File: src/rtl/e3fa_pkg.sv
package e3fa_pkg;
    typedef enum logic [1:0] {
        ST_HUNT   = 2'd0,
        ST_VERIFY = 2'd1,
        ST_LOCKED = 2'd2,
        ST_LOST   = 2'd3
    } fa_state_e;

    localparam int unsigned REG_DATA_W = 8;
    localparam int unsigned CHG_BIT    = 3;
    localparam int unsigned EN_BIT     = 3;
endpackage

File: src/rtl/e3fa_window.sv
module e3fa_window #(
    parameter int unsigned          WORD_W    = 16,
    parameter logic [WORD_W-1:0]    WORD_VAL  = 16'hF628
) (
    input  logic clk,
    input  logic rst_n,
    input  logic bit_valid,
    input  logic bit_in,
    output logic word_match
);
    typedef struct packed {
        logic [WORD_W-2:0] hist;
    } win_t;

    win_t win_d, win_q;
    logic [WORD_W-1:0] window;

    always_comb begin
        win_d  = win_q;
        window = {win_q.hist, bit_in};
        word_match = bit_valid && (window == WORD_VAL);
        if (bit_valid) begin
            win_d.hist = window[WORD_W-2:0];
        end
    end

    always_ff @(posedge clk or negedge rst_n) begin
        if (!rst_n) begin
            win_q <= '0;
        end else begin
            win_q <= win_d;
        end
    end
endmodule

File: src/rtl/e3fa_cand.sv
module e3fa_cand #(
    parameter int unsigned FRAME_BITS = 4296,
    parameter int unsigned CNT_W      = $clog2(FRAME_BITS)
) (
    input  logic clk,
    input  logic rst_n,
    input  logic bit_valid,
    input  logic start,
    input  logic word_match,
    output logic busy,
    output logic done,
    output logic pass
);
    localparam logic [CNT_W-1:0] LAST_CNT = CNT_W'(FRAME_BITS - 1);

    typedef struct packed {
        logic             busy;
        logic [CNT_W-1:0] cnt;
    } cand_t;

    cand_t cand_d, cand_q;

    always_comb begin
        cand_d = cand_q;
        done   = cand_q.busy && bit_valid && (cand_q.cnt == LAST_CNT);
        pass   = done && word_match;
        if (start) begin
            cand_d.busy = 1'b1;
            cand_d.cnt  = '0;
        end else if (done) begin
            cand_d.busy = 1'b0;
        end else if (cand_q.busy && bit_valid) begin
            cand_d.cnt = cand_q.cnt + 1'b1;
        end
    end

    assign busy = cand_q.busy;

    always_ff @(posedge clk or negedge rst_n) begin
        if (!rst_n) begin
            cand_q <= '0;
        end else begin
            cand_q <= cand_d;
        end
    end
endmodule

File: src/rtl/e3fa_timer.sv
module e3fa_timer #(
    parameter int unsigned FRAME_BYTES = 537,
    parameter int unsigned POS_W       = $clog2(FRAME_BYTES)
) (
    input  logic             clk,
    input  logic             rst_n,
    input  logic             bit_valid,
    input  logic             load,
    input  logic             run,
    output logic             check_pt,
    output logic             byte_stb,
    output logic             frame_start,
    output logic [POS_W-1:0] byte_pos
);
    localparam logic [POS_W-1:0] LAST_POS  = POS_W'(FRAME_BYTES - 1);
    localparam logic [POS_W-1:0] WORD2_POS = POS_W'(1);
    localparam logic [POS_W-1:0] AFTER_POS = POS_W'(2);

    typedef struct packed {
        logic [2:0]       bit_idx;
        logic [POS_W-1:0] byte_idx;
        logic             stb;
        logic             fs;
        logic [POS_W-1:0] pos;
    } tim_t;

    tim_t tim_d, tim_q;
    logic byte_end;

    always_comb begin
        tim_d     = tim_q;
        tim_d.stb = 1'b0;
        tim_d.fs  = 1'b0;
        byte_end  = bit_valid && (tim_q.bit_idx == 3'd7);
        check_pt  = run && byte_end && (tim_q.byte_idx == WORD2_POS);
        if (load) begin
            tim_d.bit_idx  = '0;
            tim_d.byte_idx = AFTER_POS;
        end else if (bit_valid) begin
            if (byte_end) begin
                tim_d.bit_idx  = '0;
                tim_d.byte_idx = (tim_q.byte_idx == LAST_POS) ? '0 : tim_q.byte_idx + 1'b1;
                if (run) begin
                    tim_d.stb = 1'b1;
                    tim_d.pos = tim_q.byte_idx;
                    tim_d.fs  = (tim_q.byte_idx == '0);
                end
            end else begin
                tim_d.bit_idx = tim_q.bit_idx + 1'b1;
            end
        end
    end

    assign byte_stb    = tim_q.stb;
    assign frame_start = tim_q.fs;
    assign byte_pos    = tim_q.pos;

    always_ff @(posedge clk or negedge rst_n) begin
        if (!rst_n) begin
            tim_q <= '0;
        end else begin
            tim_q <= tim_d;
        end
    end
endmodule

File: src/rtl/e3fa_ctrl.sv
module e3fa_ctrl
    import e3fa_pkg::*;
#(
    parameter int unsigned MISS_LIMIT = 4,
    parameter int unsigned MISS_W     = $clog2(MISS_LIMIT + 1)
) (
    input  logic                  clk,
    input  logic                  rst_n,
    input  logic                  word_match,
    input  logic                  cand_busy,
    input  logic                  cand_done,
    input  logic                  cand_pass,
    input  logic                  check_pt,
    input  logic                  reg_wr,
    input  logic                  reg_rd,
    input  logic                  reg_addr,
    input  logic                  reg_wbit,
    output logic                  cand_start,
    output logic                  timer_load,
    output logic                  timer_run,
    output logic                  in_frame,
    output logic                  oof,
    output logic                  chg_stat,
    output logic                  irq_en,
    output logic                  irq,
    output logic [REG_DATA_W-1:0] reg_rdata
);
    localparam logic [MISS_W-1:0] MISS_TOP = MISS_W'(MISS_LIMIT - 1);

    typedef struct packed {
        fa_state_e         st;
        logic [MISS_W-1:0] miss;
        logic              stat;
        logic              en;
    } ctl_t;

    ctl_t ctl_d, ctl_q;
    logic hunt_on;

    always_comb begin
        ctl_d      = ctl_q;
        timer_load = 1'b0;
        hunt_on    = (ctl_q.st == ST_HUNT) || ((ctl_q.st == ST_LOST) && !cand_busy);
        cand_start = hunt_on && word_match;
        unique case (ctl_q.st)
            ST_HUNT: begin
                if (cand_start) ctl_d.st = ST_VERIFY;
            end
            ST_VERIFY: begin
                if (cand_done) begin
                    if (cand_pass) begin
                        ctl_d.st   = ST_LOCKED;
                        ctl_d.miss = '0;
                        timer_load = 1'b1;
                    end else begin
                        ctl_d.st = ST_HUNT;
                    end
                end
            end
            ST_LOCKED: begin
                if (check_pt) begin
                    if (word_match) begin
                        ctl_d.miss = '0;
                    end else if (ctl_q.miss == MISS_TOP) begin
                        ctl_d.st   = ST_LOST;
                        ctl_d.miss = '0;
                    end else begin
                        ctl_d.miss = ctl_q.miss + 1'b1;
                    end
                end
            end
            ST_LOST: begin
                if (cand_pass) begin
                    ctl_d.st   = ST_LOCKED;
                    timer_load = 1'b1;
                end
            end
            default: ctl_d.st = ST_HUNT;
        endcase
        if (reg_rd && !reg_addr) ctl_d.stat = 1'b0;
        if ((ctl_q.st == ST_LOST) != (ctl_d.st == ST_LOST)) ctl_d.stat = 1'b1;
        if (reg_wr && reg_addr) ctl_d.en = reg_wbit;
    end

    always_comb begin
        reg_rdata = '0;
        if (!reg_addr) begin
            reg_rdata[0]       = in_frame;
            reg_rdata[1]       = oof;
            reg_rdata[CHG_BIT] = ctl_q.stat;
        end else begin
            reg_rdata[EN_BIT]  = ctl_q.en;
        end
    end

    assign in_frame  = (ctl_q.st == ST_LOCKED);
    assign oof       = (ctl_q.st == ST_LOST);
    assign timer_run = in_frame || oof;
    assign chg_stat  = ctl_q.stat;
    assign irq_en    = ctl_q.en;
    assign irq       = ctl_q.stat && ctl_q.en;

    always_ff @(posedge clk or negedge rst_n) begin
        if (!rst_n) begin
            ctl_q <= '{st: ST_HUNT, miss: '0, stat: 1'b0, en: 1'b0};
        end else begin
            ctl_q <= ctl_d;
        end
    end
endmodule

File: src/rtl/e3_frame_align.sv
module e3_frame_align
    import e3fa_pkg::*;
#(
    parameter int unsigned FRAME_BYTES = 537,
    parameter int unsigned WORD_W      = 16,
    parameter logic [WORD_W-1:0] WORD_VAL = 16'hF628,
    parameter int unsigned MISS_LIMIT  = 4
) (
    input  logic                           clk,
    input  logic                           rst_n,
    input  logic                           bit_valid,
    input  logic                           bit_in,
    output logic                           byte_stb,
    output logic                           frame_start,
    output logic [$clog2(FRAME_BYTES)-1:0] byte_pos,
    output logic                           in_frame,
    output logic                           oof,
    input  logic                           reg_wr,
    input  logic                           reg_rd,
    input  logic                           reg_addr,
    input  logic                           reg_wbit,
    output logic [REG_DATA_W-1:0]          reg_rdata,
    output logic                           irq
);
    localparam int unsigned FRAME_BITS = FRAME_BYTES * 8;
    localparam int unsigned POS_W      = $clog2(FRAME_BYTES);
    localparam int unsigned CNT_W      = $clog2(FRAME_BITS);
    localparam int unsigned MISS_W     = $clog2(MISS_LIMIT + 1);

    logic word_match, cand_start, cand_busy, cand_done, cand_pass;
    logic check_pt, timer_load, timer_run, chg_stat, irq_en;

    e3fa_window #(.WORD_W(WORD_W), .WORD_VAL(WORD_VAL)) i_window (
        .clk(clk), .rst_n(rst_n), .bit_valid(bit_valid), .bit_in(bit_in),
        .word_match(word_match)
    );

    e3fa_cand #(.FRAME_BITS(FRAME_BITS), .CNT_W(CNT_W)) i_cand (
        .clk(clk), .rst_n(rst_n), .bit_valid(bit_valid), .start(cand_start),
        .word_match(word_match), .busy(cand_busy), .done(cand_done), .pass(cand_pass)
    );

    e3fa_timer #(.FRAME_BYTES(FRAME_BYTES), .POS_W(POS_W)) i_timer (
        .clk(clk), .rst_n(rst_n), .bit_valid(bit_valid), .load(timer_load),
        .run(timer_run), .check_pt(check_pt), .byte_stb(byte_stb),
        .frame_start(frame_start), .byte_pos(byte_pos)
    );

    e3fa_ctrl #(.MISS_LIMIT(MISS_LIMIT), .MISS_W(MISS_W)) i_ctrl (
        .clk(clk), .rst_n(rst_n), .word_match(word_match), .cand_busy(cand_busy),
        .cand_done(cand_done), .cand_pass(cand_pass), .check_pt(check_pt),
        .reg_wr(reg_wr), .reg_rd(reg_rd), .reg_addr(reg_addr), .reg_wbit(reg_wbit),
        .cand_start(cand_start), .timer_load(timer_load), .timer_run(timer_run),
        .in_frame(in_frame), .oof(oof), .chg_stat(chg_stat), .irq_en(irq_en),
        .irq(irq), .reg_rdata(reg_rdata)
    );
endmodule

File: config.mk
export PLATFORM = sky130hd
export DESIGN_NAME = e3_frame_align
export DESIGN_NICKNAME = d
export VERILOG_FILES = /design/src/rtl/e3fa_pkg.sv /design/src/rtl/e3fa_window.sv /design/src/rtl/e3fa_cand.sv /design/src/rtl/e3fa_timer.sv /design/src/rtl/e3fa_ctrl.sv /design/src/rtl/e3_frame_align.sv
export SDC_FILE = /design/constraint.sdc
export NUM_CORES = 1
export LEC_CHECK = 0
export BUFFER_PORTS_ARGS = -buffer_cell sky130_fd_sc_hd__buf_4
export CORE_MARGIN = 3
export CORE_UTILIZATION = 45
export CTS_CLUSTER_SIZE = 28
export DETAILED_ROUTE_END_ITERATION = 8
export GPL_ROUTABILITY_DRIVEN = 1
export RECOVER_POWER = 50
export SLEW_MARGIN = 20
export SYNTH_ARGS = -nofsm -noshare
export SYNTH_HDL_FRONTEND = slang
export SYNTH_SLANG_ARGS = --single-unit
File: constraint.sdc
create_clock -name clk -period 7.9 [get_ports clk]
set_clock_uncertainty 0.1 [all_clocks]
set_input_delay 0.395 -clock clk [delete_from_list [all_inputs] [get_ports clk]]
set_output_delay 0.395 -clock clk [all_outputs]
set_load 0.005 [all_outputs]
# Word-level counts from Yosys, hierarchy flattened
# Index checks and enable logic that the tools add are counted.
dict set report word_totals {
  out_inout_bits 23
  register_bits 61
  wordCells 90
}
dict set report classes {
  muxes 30
  n_eq_ne 15
  addsub 4
  n_bitwise 1
  reduce_logical 28
}
# op count
set op_table {}
lappend op_table {{$mux 13} 3}
lappend op_table {{$mux 25} 1}
lappend op_table {{$mux 12} 2}
lappend op_table {{$mux 22} 1}
lappend op_table {{$eq 16x16->1 const B} 1}
lappend op_table {{$mux 14} 1}
lappend op_table {{$add 13x1->13 const B} 1}
lappend op_table {{$eq 13x13->1 const B} 1}
lappend op_table {{$logic_and 1x1->1} 12}
lappend op_table {{$mux 2} 6}
lappend op_table {{$mux 3} 4}
lappend op_table {{$reduce_bool 2->1} 6}
lappend op_table {{$add 10x1->10 const B} 1}
lappend op_table {{$eq 10x1->1 const B} 1}
lappend op_table {{$eq 10x10->1 const B} 1}
lappend op_table {{$logic_not 10->1} 1}
lappend op_table {{$mux 10} 1}
lappend op_table {{$mux 5} 2}
lappend op_table {{$ne 2x2->1 const B} 4}
lappend op_table {{$pmux 2 s4} 1}
lappend op_table {{$reduce_and 4->1} 2}
lappend op_table {{$add 3x1->3 const B} 2}
lappend op_table {{$eq 2x2->1 const B} 3}
lappend op_table {{$mux 1} 6}
lappend op_table {{11 further kinds} 14}

# Longest topological paths before layout
dict set report logic_depth {
  depth_word 9
  mapped_depth 8
  depth_no_buf 7
}

# Hierarchy
# A second synthesis with hierarchy kept.
dict set report hier_totals {
  cells_unflattened 288
  hier_area_um2 3174.3
}
# mod cells_each seq_area_each_um2 area_each_um2 n_inst
set modules_own_cells {}
lappend modules_own_cells {e3fa_timer 123 625.6 1327.5 1}
lappend modules_own_cells {e3fa_cand 77 350.3 754.5 1}
lappend modules_own_cells {e3fa_window 39 375.4 604.3 1}
lappend modules_own_cells {e3fa_ctrl 49 175.2 488.0 1}

# Worst setup path after synthesis
# Ideal clock, no wire load.
dict set report synth_timing {
  path_kind {reg2reg}
  from {register i_cand.cand_q[3] in the netlist's numbering}
  to {register i_timer.tim_q, in the netlist i_timer.byte_pos[2]}
  path_stages_with_launch 8
  arrival_time_ns 2.571
  slack_ns 5.104
  required_time_ns 7.675
  path_buffers 2
  path_cell_list {dfrtp_1 > or4_4 > or4_4 > or4_4 > buf_6 > nand3_4 > buf_12 > mux2_4}
}
dict set report synth_via {
  elab_chain_len 8
}
# item line
set synth_rtl {}
lappend synth_rtl {{start, declared} e3fa_cand.sv:21} ;# cand_t cand_d, cand_q;
lappend synth_rtl {{start signal, assigned} e3fa_cand.sv:43} ;# cand_q <= cand_d;
lappend synth_rtl {{$eq 13x13->1 (*)} e3fa_cand.sv:25} ;# done = cand_q.busy && bit_valid && (cand_q.cnt == LAST_CNT);
lappend synth_rtl {{$logic_and 1x1->1 (*)} e3fa_cand.sv:25}
lappend synth_rtl {{$logic_and 1x1->1} e3fa_cand.sv:26} ;# pass = done && word_match;
lappend synth_rtl {{$mux 1} {e3fa_ctrl.sv:51, e3fa_ctrl.sv:73}}
lappend synth_rtl {{$mux 1} e3fa_ctrl.sv:50} ;# if (cand_done) begin
lappend synth_rtl {{$pmux 1 s2 (*)} e3fa_ctrl.sv:45} ;# unique case (ctl_q.st)
lappend synth_rtl {{$not 1->1 (no source line) (*)} n/a}
lappend synth_rtl {{$reduce_and 4->1 (no source line) (*)} n/a}
lappend synth_rtl {{end signal, assigned} e3fa_timer.sv:62} ;# tim_q <= tim_d;
lappend synth_rtl {{end, declared} e3fa_timer.sv:27} ;# tim_t tim_d, tim_q;
# Every way passes the cells marked *; elsewhere a longest branch is shown, timed or not.
# A chain may end at the register's enable or synchronous reset.

# Worst setup path after layout
dict set report layout_timing {
  from {input port bit_valid}
  to {register i_timer.tim_q, in the netlist i_timer.byte_pos[0]}
}
dict set report layout_via {
  elab_chain_len 8
  elab_cells_between_ends 10
  classes_between {mux: 3; bitwise: 1; reduce/logical: 6}
}
# item line
set layout_rtl {}
lappend layout_rtl {{start, declared} e3_frame_align.sv:11} ;# input logic bit_valid,
lappend layout_rtl {{$logic_and 1x1->1 (2 in a row)} e3fa_cand.sv:25}
lappend layout_rtl {{$logic_and 1x1->1} e3fa_cand.sv:26}
lappend layout_rtl {{$mux 1} {e3fa_ctrl.sv:51, e3fa_ctrl.sv:73}}
lappend layout_rtl {{$mux 1} e3fa_ctrl.sv:50}
lappend layout_rtl {{$pmux 1 s2} e3fa_ctrl.sv:45}
lappend layout_rtl {{$not 1->1 (no source line)} n/a}
lappend layout_rtl {{$reduce_and 4->1 (no source line) (*)} n/a}
# Marked as above.

==> out/summary.txt <==
Outcome = complete, but fails checks
Violated checks = capacitance limit, slew limit
Die height = 91.1 um
End of the critical path = i_timer.byte_pos[0]$_DFFE_PN0P_
CTS tree = built
DRC = 0
Dpl cells = 406
First-pass GRT wire length = 10.6 mm
H-tree depth = 3
Leak pwr = 1.67 nW
Sequential share of the synthesized area = 0.469
Worst min path class = primary input to flip-flop
EDFF count, synth = 0
Slew HR = -1.09
Worst vdd ir = 0.132 mV
Average size of a mapped cell = 10.5 um2
Setup CP Type = primary input to flip-flop
Inserted Clock Buffers = 9
FF+latch area = 1530 um2
Core ar. = 6910 um2
Initial Util = 0.472
Ratio of cells with drive above 1 in the final layout = 0.222
Mapped Area = 3260 um2
Period utilization = 0.416
# fillers = 655
RSZ-0062 raised after global routing = no
Final setup viols = 0
Total gr overflow = 0
All-layer global routing usage = 0.158
NumNets Final = 336
Dpl hpwl = 3.93 mm
# IOs = 31
Worst-path clk slew = 0.06 ns
Seq cells post-synth = 61
Synth warn = 0
CP startpoint kind = primary input
Reg2Reg Depth = 5
# Post-CTS Setup Buffers = 0
Post-synth ARST share = 1.00
Crit end category = flip-flop
Minimum clock period = 3.29 ns
Vias = 2229
Slew @ Worst Pin = 3.14 ns
Worst-path fanout max = 30
Post-CTS Resized = 0
Final WL = 5.91 mm
Wire length per cell = 14.1 um
Final hold vios = 0
Fin util = 0.513
Longest Clk Path Bufs = 2
Initial antenna violation count = 0
Hold Buf Count CTS = 0
Sink Count = 61
Diodes inserted = 0
Top FF cell, synth = dfrtp_1
GPL Wtd Cong = 0.821
Count of input and output buffers = 25
Dpl ws = 5.05 ns
Reg-to-reg endpoint = i_cand.cand_q[9]$_DFFE_PN0P_
Clk Latency, worst-skew pair = 0.33 ns
Via/cell ratio = 5.31
Die Wd = 91.1 um
Arrival @ worst endpoint = 3.41 ns
Crit path launch = bit_valid
Library cells used by synthesis = 51
CTS root buf = clkbuf_8
Setup tns final = 0 ns
Fmax = 0.304 GHz
Design Area, Final = 3540 um2
DRT Pass-1 Iters = 4
Critical path required time = 8.02 ns
Multi-input logic area = 1480 um2
Cell count after synthesis = 311
Final ANT Viol Nets = 0
Area Growth Syn to Fin = 8.72%
Final std cells w/o fill = 420
Largest net degree at the start of global routing = 62
Pwr Density = 209 nW/um2
FP Rows = 30
Setup slack after layout = 4.61 ns
Vias in the first global route = 2244
Worst r2r src = i_window.win_q[1]$_DFFE_PN0P_
DR iter-0 viols = 84
DIE AREA = 8290 um2
Final Max Slew Viols = 62
Placed instance area = 3380 um2
Max Cap Viol = 1
Internal reg-to-reg setup slack = 5.03 ns
[critical path, stage by stage]
cell,delay [ns]
clkbuf_1,0.94
nand4_1,0.37
or4_4,0.60
or4_4,0.49
nand3_4,0.24
mux2_2,0.36
[per-stage QoR]
step	power, mW	hold WS, ns
floorplan	0.477	-0.000591
global placement	0.502	0.391
detailed placement	0.507	0.396
CTS	0.755	0.0494
global route	0.788	0.182
finish	0.739	0.195
[per-layer routing]
layer / up-vias / routed length (um) / part of all wire / track usage
met5: - / 0 / 0 / 0
met1: 1098 / 2790 / 0.47 / 0.206
li1: 1092 / - / - / -
met2: 33 / 2860 / 0.48 / 0.250
met3: 6 / 211 / 0.036 / 0.0481
met4: 0 / 54 / 0.0091 / 0.0528
[cell families after synthesis]
| kind of cell | synth area share |
|---|---|
| multiplexers | 0.113 |
| XOR/XNOR | 0.0323 |
| AO/OA/AOI/OAI | 0.0811 |
| adder cells (fa/ha/maj) | 0.0269 |
| buffers and inverters | 0.0811 |
| other | 0.00115 |
| AND/OR/NAND/NOR | 0.196 |
| flip-flops | 0.469 |
[layout make-up]
type                            count  share of cell area
Sequential cell                    61               0.431
Multi-Input combinational cell    207               0.418
Timing Repair Buffer               26              0.0530
Clock buffer                       12              0.0438
Tap cell                           96              0.0339
Inverter                           16              0.0170
Clock inverter                      2             0.00283
[power by group]
group / internal (mW) / switching, mW / leakage (nW)
Sequential: 0.357 / 0.0419 / 0.792
Clock: 0.126 / 0.111 / 0.0881
Combinational: 0.0519 / 0.0507 / 0.786
[Yosys cell counts (all sizes together), types with 7 or more instances]
library cell | instances | area [um2]
dfrtp | 61 | 1530
nor2 | 32 | 120
mux2 | 28 | 349
nand2 | 19 | 71.3
buf | 18 | 155
inv | 16 | 60.1
clkbuf | 13 | 48.8
nand3 | 13 | 77.6
or4 | 9 | 82.6
xor2 | 9 | 78.8
a21oi | 8 | 43.8
nand4 | 8 | 50.1
ha | 7 | 87.6
[state kept, by name (all words and copies together), names as in the netlist]
name,cells
i_cand.busy,1
i_cand.cand_q,13
i_ctrl.chg_stat,1
i_ctrl.ctl_q,5
i_ctrl.irq_en,1
i_timer.byte_pos,10
i_timer.byte_stb,1
i_timer.frame_start,1
i_timer.tim_q,13
i_window.win_q,15
[placed cells by master (no fill, tap or decap), types with 3 or more instances in the layout]
cell      instances
nand2_1          19
mux2_2           19
nor4b_1           3
and2_1            4
nor3b_1           3
clkbuf_8         11
o21ai_0           5
inv_1            16
a31oi_1           5
buf_4            24
ha_1              7
clkbuf_1          3
or4_1             5
nor3_1            4
nand2b_1          3
xor2_1            9
dfrtp_1          61
nand4_1           8
mux2_4            9
nor2_1           32
xnor2_1           3
conb_1            5
nor4_1            3
nand3_1          12
or4_4             4
and3_1            5
a21oi_1           7
a311oi_1          3
[how the worst min path moves through the flow]
stage,cells past startpoint,to,from,slack [ns]
after floorplan,0,i_cand.busy$_DFFE_PN0P_,rst_n,-0.0006
after global placement,1,i_ctrl.ctl_q[4]$_DFFE_PN0P_,i_ctrl.ctl_q[4]$_DFFE_PN0P_,0.39
after detailed placement,1,i_timer.byte_pos[5]$_DFFE_PN0P_,i_timer.byte_pos[5]$_DFFE_PN0P_,0.40
after CTS,1,i_timer.byte_stb$_DFF_PN0_,rst_n,0.05
after global routing,2,i_ctrl.irq_en$_DFFE_PN0P_,reg_wbit,0.18
final,2,i_ctrl.irq_en$_DFFE_PN0P_,reg_wbit,0.19
Note: power is estimated with default switching activity, not from simulation.
